### config.mk
export PLATFORM = sky130hd
export DESIGN_NAME = timer_bank
export DESIGN_NICKNAME = d
export VERILOG_FILES = /design/src/rtl/timer_bank.sv
export SDC_FILE = /design/constraint.sdc
export NUM_CORES = 1
export LEC_CHECK = 0
export BUFFER_PORTS_ARGS = -buffer_cell sky130_fd_sc_hd__buf_2
export CORE_MARGIN = 2
export CORE_UTILIZATION = 50
export DETAILED_ROUTE_END_ITERATION = 8
export PLACE_DENSITY = 0.74
export RECOVER_POWER = 50
export SYNTH_ARGS = -nofsm -noshare
export SYNTH_HDL_FRONTEND = slang
export SYNTH_SLANG_ARGS = --single-unit
### constraint.sdc
create_clock -name clk -period 5 [get_ports clk]
set_input_delay 1 -clock clk [delete_from_list [all_inputs] [get_ports clk]]
set_output_delay 1 -clock clk [all_outputs]
set_load 0.01 [all_outputs]
### src/rtl/timer_bank.sv
module timer_bank #(
  parameter int CNT_W = 16,
  parameter int AW    = 6
) (
  input  logic            clk,
  input  logic            rst_n,
  input  logic            wr_en,
  input  logic            rd_en,
  input  logic [AW-1:0]   addr,
  input  logic [2*CNT_W-1:0] wdata,
  output logic [2*CNT_W-1:0] rdata,
  output logic            irq
);
  localparam int DW = 2 * CNT_W;
  localparam logic [AW-1:0] A_CTRL  = AW'(8'h00);
  localparam logic [AW-1:0] A_CTRL2 = AW'(8'h04);
  localparam logic [AW-1:0] A_INIT  = AW'(8'h08);
  localparam logic [AW-1:0] A_CNT12 = AW'(8'h14);
  localparam logic [AW-1:0] A_CNT3  = AW'(8'h18);
  localparam logic [AW-1:0] A_CLR   = AW'(8'h1C);

  logic [5:0]            pre;
  logic [3:0]            tick;
  logic [2:0][1:0]       sel;
  logic [2:0]            en, ie, st, tk, expire, clr, init_wr;
  logic                  mode;
  logic [2:0][CNT_W-1:0] init, cnt;
  logic [CNT_W-1:0]      snap3;

  assign tick = {pre == 6'd63, pre[4:0] == 5'd31, pre[3:0] == 4'd15, pre[2:0] == 3'd7};
  assign irq  = |(st & ie);

  wire ctrl_wr = wr_en && addr == A_CTRL;

  always_comb begin
    for (int i = 0; i < 3; i++) begin
      tk[i]      = en[i] && tick[sel[i]];
      expire[i]  = tk[i] && cnt[i] == '0;
      init_wr[i] = wr_en && addr == A_INIT + AW'(4 * i);
      clr[i]     = (wr_en && addr == A_CLR + AW'(4 * i)) || (ctrl_wr && !wdata[12 + i]);
    end
  end

  always_ff @(posedge clk) begin
    if (!rst_n) begin
      pre   <= '0;
      sel   <= '0;
      en    <= '0;
      ie    <= '0;
      st    <= '0;
      mode  <= 1'b0;
      init  <= '0;
      cnt   <= '0;
      snap3 <= '0;
      rdata <= '0;
    end else begin
      pre <= pre + 6'd1;
      if (ctrl_wr) begin
        sel <= wdata[5:0];
        en  <= wdata[8:6];
        ie  <= wdata[11:9];
      end
      if (wr_en && addr == A_CTRL2) mode <= wdata[0];
      for (int i = 0; i < 3; i++) begin
        if (init_wr[i]) begin
          init[i] <= wdata[CNT_W-1:0];
          cnt[i]  <= wdata[CNT_W-1:0];
        end else if (tk[i]) begin
          cnt[i] <= (cnt[i] == '0) ? init[i] : cnt[i] - 1'b1;
        end
        st[i] <= (st[i] && !clr[i]) || (expire[i] && ie[i]);
      end
      if (rd_en) begin
        rdata <= '0;
        if (addr == A_CTRL) rdata <= DW'({st, ie, en, sel});
        if (addr == A_CTRL2) rdata <= DW'(mode);
        for (int i = 0; i < 3; i++)
          if (addr == A_INIT + AW'(4 * i)) rdata <= DW'(init[i]);
        if (addr == A_CNT12) begin
          rdata <= {cnt[1], cnt[0]};
          snap3 <= cnt[2];
        end
        if (addr == A_CNT3) begin
          if (mode) rdata <= DW'(snap3);
          else begin
            rdata <= DW'(cnt[2]);
            snap3 <= cnt[2];
          end
        end
      end
    end
  end
endmodule


==> qor.yml, run 1 <==
synthesis:
  ys.flop_type: "dfxtp_1"
  synth_cell_types: 64
  ys_ff_latch: 166
  async_flop_share: 0
  syn_area_per_cell_um2: 7.65
  yosysSeqAreaShare: 0.391
  synth_edf_count: 0
  syn-num-nets: 1163
  yosys_warnings: 0
  synth_area_mm2: 0.00851
  synth_cells: 1112
setup_path:
  worstPathArrival_ns: 4.30
  cp-start-kind: "primary input"
  crit_type: "in2reg"
  startpoint: "rst_n"
  crit_required_ns: 5.36
  crit_path_end_kind: "flop"
  crit-reg2reg-launch: "cnt[20]"
  crit_fanout: 98
cells_and_area:
  fin_util: 0.567
  multiInputGateArea_mm2: 0.00478
  area_growth_pct: 10.6
  layout-drive-gt1-share: 0.0726
  diodes: 0
  nFillCells: 1577
  register_area_mm2: 0.00332
  fin_cells: 1349
  layout.nets: 1168
timing:
  finalHoldViolCount: 0
  clock.fmax_mhz: 253
  period_needed_ns: 3.95
  relSlewSlack: -0.314
  worstMarginPinSlew_ns: 1.97
  rsz0062_at_grt: "no"
  fin_ws_ns: 1.05
  skew_ns: 0.00733
  finalSetupViolCount: 0
  hold_slack_ns: 0.458
  slew_violations: 37
  finalSetupTns_ns: 0
  finalCritPeriodShare: 0.790
drt:
  dr_total_vias: 8635
  drtIter0Drc: 1368
  drc: 0
  wl_mm: 27.5
  ant_nets: 0
  post_drt_wl_per_cell_um: 20.4
  viasPerCell: 6.40
  drt_first_pass_iters: 6
clock_tree:
  worst_skew_pair.late_latency_ns: 0.44
  cts_hold_buf: 0
  cts.repair.resized: 0
  cts_tree: "yes"
  htree_levels: 4
  cts.sinks: 166
  post_cts.repair.setup_buffers: 0
  ctsLongestPathBuffers: 2
  numCtsBuffers: 17
  cts-root-buf: "clkbuf_16"
  clkSlewWorstSetupHoldPaths_ns: 0.06
status:
  status: "finished with violations"
  failed_checks: "max-capacitance violations, max-slew violations"
power_and_ir_drop:
  leakage_uw: 0.00342
  p_sw_frac: 0.233
  pwr-share-comb: 0.066
  clkPwrFrac: 0.484
  power_density_mw_per_mm2: 318
  p_switching_uw: 697
  ir_worst_vdd_uv: 246
  internal_power_uw: 2300
  p_seq_frac: 0.450
placement:
  gp_congestion: 0.946
  dp.cells: 1318
  io_buffers: 58
  dp_hpwl_mm: 18.6
  place_ws_ns: 1.24
global_route:
  grt_max_degree: 99
  gr-total-overflow: 0
  grt_util_all_layers: 0.301
  grt_pass1_vias: 7377
  grt_antenna_before_repair: 0
  grt_pass1_wl_mm: 42.3
die:
  die_area_mm2: 0.0181
  die_h_um: 134
  rows: 47
  ios: 75
  coreArea_mm2: 0.0166
  initial_core_util: 0.513
  die_w_um: 134
min_path:
  hold_class: "reg2reg"
  min-delay-start: "pre[0]"
flow_run:
  cap_violations: 1
-- layout make-up --
type / count / share of cell area
repair buffers: 72 / 0.0351
flip-flops and latches: 166 / 0.353
clock buffers: 22 / 0.0493
inverters: 16 / 0.00665
well taps: 220 / 0.0293
clock inverters: 9 / 0.0185
multi-input cells: 844 / 0.508
-- cell usage in the layout, fill, tap and decap left out, types with 12 or more instances in the layout --
cell type / netlist / layout
a21oi_1: 149 / 149
a221oi_1: 14 / 14
a22oi_1: 12 / 12
a31oi_1: 17 / 17
buf_2: 13 / 23
clkbuf_1: 66 / 43
clkbuf_16: 0 / 17
dfxtp_1: 166 / 166
inv_1: 15 / 15
mux2i_1: 34 / 34
nand2_1: 172 / 172
nand3_1: 57 / 57
nor2_1: 90 / 90
nor2b_1: 21 / 21
nor3_1: 33 / 33
o21ai_0: 65 / 65
or3_1: 13 / 13
-- worst max-delay path, stage by stage --
cell      delay (ns)
clkbuf_1        1.39
inv_4           0.85
clkbuf_2        0.67
a21oi_1         0.30
-- worst paths after layout --
kind / endpoint / slack [ns] / cells past startpoint
worst max-delay path: en[2] / 1.05 / 4
worst min-delay path: pre[0] / 0.46 / 1
worst max register to register: cnt[31] / 2.27 / 6
worst min register to register: pre[0] / 0.46 / 1
-- flip-flops by register name (all words and copies together), names as in the netlist --
register and count:
sel 6, pre 6, rdata 32, init 48
snap3 16, en 3, st 3, cnt 48
mode 1, ie 3
-- cells in the mapped netlist (all sizes together), types with 6 or more instances --
master,instances,share of area
o21a,7,0.0062
nor3,34,0.021
a211oi,11,0.0097
nor4,18,0.019
inv,16,0.0071
mux2i,34,0.040
ha,9,0.013
o221ai,8,0.0082
dfxtp,166,0.39
nor2,90,0.040
a22oi,12,0.011
buf,20,0.013
or4,9,0.0084
o21ai,66,0.039
nand4,8,0.0059
nor2b,21,0.015
or3,13,0.0096
a21oi,149,0.088
o211ai,7,0.0062
a31oi,17,0.013
a221oi,14,0.014
clkbuf,66,0.029
nand2,172,0.076
nand3,57,0.034
o2111ai,6,0.0062
and2,8,0.0059
-- layer usage --
metal  global-route usage  part of all wire  vias up  wire length, µm
met3               0.0590              0.11       87             2900
met2                0.437              0.43      524            11900
met5                    0                 0        -                0
met1                0.436              0.43     3988            11700
li1                     -                 -     4036                -
met4                0.125             0.036        0              988
-- stage by stage --
| step | cell area [µm²] | total power, µW |
|---|---|---|
| after global routing | 9410 | 3060 |
| after floorplan | 8510 | 1490 |
| after global placement | 8830 | 1570 |
| final | 9410 | 2990 |
| after detailed placement | 8830 | 1570 |
| after CTS | 9470 | 2990 |
-- power by group through the flow --
stage	combinational (µW)	clock (µW)	sequential [µW]
floorplan	119	0	1370
global placement	191	0	1370
detailed placement	192	0	1380
CTS	193	1450	1350
global route	210	1500	1350
finish	198	1450	1350
-- cell families (layout without fill, tap and decap cells) --
| kind of cell | count (synthesis) | in the layout | synth area share |
|---|---|---|---|
| compound gates | 336 | 336 | 0.240 |
| mux | 39 | 39 | 0.0466 |
| flops | 166 | 166 | 0.391 |
| fa+ha+maj | 9 | 9 | 0.0132 |
| buf+inv | 102 | 119 | 0.0487 |
| xor+xnor | 7 | 7 | 0.00721 |
| simple gates | 453 | 453 | 0.254 |
Note: power is estimated with default switching activity, not from simulation.
==> inputs of run 2 (changes only) <==
Settings changed: PLACE_DENSITY 0.74 to 0.76.
Clock period 5 ns to 3.27 ns, I/O delays scaled along.
==> qor.yml, run 2 (synthesized netlist as in run 1, its figures left out) <==
status:
  status: "finished with violations"  # unchanged
  failed_checks: "max-capacitance violations, max-slew violations"  # unchanged
cells_and_area:
  final_cell_mix: "nand2_1 (172), dfxtp_1 (166), a21oi_1 (149)"  # unchanged
  area_growth_pct: 12.4  # was 10.6%
  layout-drive-gt1-share: 0.0916  # was 0.0726
  reg_top3: "cnt (48), init (48), rdata (32)"  # unchanged
  finalInstanceArea_mm2: 0.00956  # was 0.00941 mm²
  final_common_cell: "nand2_1"  # unchanged
  layout.nets: 1184  # was 1,168
  diodes: 0  # unchanged
  nFillCells: 1557  # was 1,577
  fin_cells: 1366  # was 1,349
drt:
  dr_total_vias: 8700  # was 8,635
  viasPerCell: 6.37  # was 6.40
  ant_nets: 0  # unchanged
  drtIter0Drc: 1298  # was 1,368
  wl_mm: 27.2  # was 27.5 mm
  drc: 0  # unchanged
  drt_first_pass_iters: 6  # unchanged
  post_drt_wl_per_cell_um: 19.9  # was 20.4 µm
timing:
  hold_slack_ns: 0.453  # was 0.458 ns
  finalCritPeriodShare: 0.897
  period_needed_ns: 2.93
  relSlewSlack: -0.0278  # was -0.314
  finalHoldViolCount: 0  # unchanged
  skew_ns: 0.0127  # was 0.00733 ns
  finalSetupViolCount: 0  # unchanged
  clock.fmax_mhz: 341
  rsz0062_at_grt: "no"  # unchanged
  finalSetupTns_ns: 0  # unchanged
  worstMarginPinSlew_ns: 1.54  # was 1.97 ns
  slew_violations: 134  # was 37
clock_tree:
  post_cts.repair.setup_buffers: 0  # unchanged
  cts_hold_buf: 0  # unchanged
  cts-root-buf: "clkbuf_16"  # unchanged
  ctsLongestPathBuffers: 2  # unchanged
  numCtsBuffers: 17  # unchanged
  clkSlewWorstSetupHoldPaths_ns: 0.06  # about the same
  htree_levels: 4  # unchanged
  cts.repair.resized: 0  # unchanged
  cts_tree: "yes"  # unchanged
  worst_skew_pair.late_latency_ns: 0.44  # about the same
  cts.sinks: 166  # unchanged
global_route:
  gr-total-overflow: 0  # unchanged
  grt_pass1_wl_mm: 42.7  # was 42.3 mm
  grt_antenna_before_repair: 0  # unchanged
  grt_util_all_layers: 0.303  # was 0.301
  grt_max_degree: 134  # was 99
  grt_pass1_vias: 7579  # was 7,377
die:
  initial_core_util: 0.513  # unchanged
  die_w_um: 134  # unchanged
  rows: 47  # unchanged
  ios: 75  # unchanged
  die_h_um: 134  # unchanged
  die_area_mm2: 0.0181  # unchanged
  coreArea_mm2: 0.0166  # unchanged
power_and_ir_drop:
  power_density_mw_per_mm2: 479  # was 318 mW/mm²
  leakage_uw: 0.00351  # was 0.00342 µW
  ir_worst_vdd_uv: 374  # was 246 µV
placement:
  dp.cells: 1334  # was 1,318
  dp_hpwl_mm: 19.0  # was 18.6 mm
  gp_congestion: 0.975  # was 0.946
  placed_area_mm2: 0.00897  # was 0.00883 mm²
  io_buffers: 58  # unchanged
setup_path:
  path_cells: "ha_1 > nand3_1 > inv_1 > ha_1 > mux2_2 > o21ai_0 > a21oi_1 > nand2_1 > a21o_1 > a31oi_1"  # was clkbuf_1 > inv_4 > clkbuf_2 > a21oi_1
  slowest_stage: "a21oi_1"  # was clkbuf_1
  cpPeakStageDelay_ns: 0.84  # was 1.39 ns
  cpMostUsedCell: "ha_1"
  worstPathArrival_ns: 3.26  # was 4.30 ns
  cp_num_buf_inv: 1  # was 3
  cp-start-kind: "flop"  # was primary input
  crit_fanout: 12  # was 98
  crit_family: "compound AO/OA/AOI/OAI gates"  # was buffers and inverters
  crit_path_end_kind: "flop"  # unchanged
  crit_required_ns: 3.60  # was 5.36 ns
  crit_type: "reg2reg"  # was in2reg
min_path:
  hold_class: "reg2reg"  # unchanged
flow_run:
  cap_violations: 1  # unchanged
run 2: final timing paths:
| kind | startpoint | end | slack [ns] | depth (start not counted) |
|---|---|---|---|---|
| min reg2reg | pre[0] | pre[0] | 0.45 | 1 |
| max reg2reg | pre[0] | cnt[21] | 0.34 | 10 |
| max | pre[0] | cnt[21] | 0.34 | 10 |
| min | pre[0] | pre[0] | 0.45 | 1 |
run 2: area by class of cell:
type                            count  area, µm²  share of cell area
Timing Repair Buffer               88        464              0.0485
Clock buffer                       22        494              0.0517
Tap cell                          220        275              0.0288
Inverter                           16       61.3             0.00641
Multi-Input combinational cell    844       4780               0.500
Sequential cell                   166       3320               0.348
Clock inverter                     10        166              0.0174
run 2: power by group:
part / switching [µW] / total (µW) / internal, µW
registers: 16.4 / 2060 / 2040
logic: 223 / 310 / 87.8
clock network: 833 / 2220 / 1380
total: 1070 / 4590 / 3510
run 2: through the flow:
step                      worst slack (ns)   util  total power, µW
after floorplan                      0.828      -             2280
after global placement               0.510  0.541             2400
after global routing                 0.153  0.577             4710
after detailed placement             0.486  0.541             2410
after CTS                            0.432  0.581             4590
final                                0.337  0.577             4590
run 2: per-layer routing:
metal / share of wire / up-vias / global-route usage
li1: - / 4070 / -
met1: 0.42 / 4121 / 0.427
met2: 0.45 / 437 / 0.460
met3: 0.094 / 72 / 0.0484
met4: 0.038 / 0 / 0.132
met5: 0 / - / 0
run 2: worst register-to-register path, cell delays in order (launching register included):
cell and delay (ns):
dfxtp_1 0.35, ha_1 0.18, nand3_1 0.15, inv_1 0.09
ha_1 0.18, mux2_2 0.15, o21ai_0 0.11, a21oi_1 0.84
nand2_1 0.38, a21o_1 0.25, a31oi_1 0.15
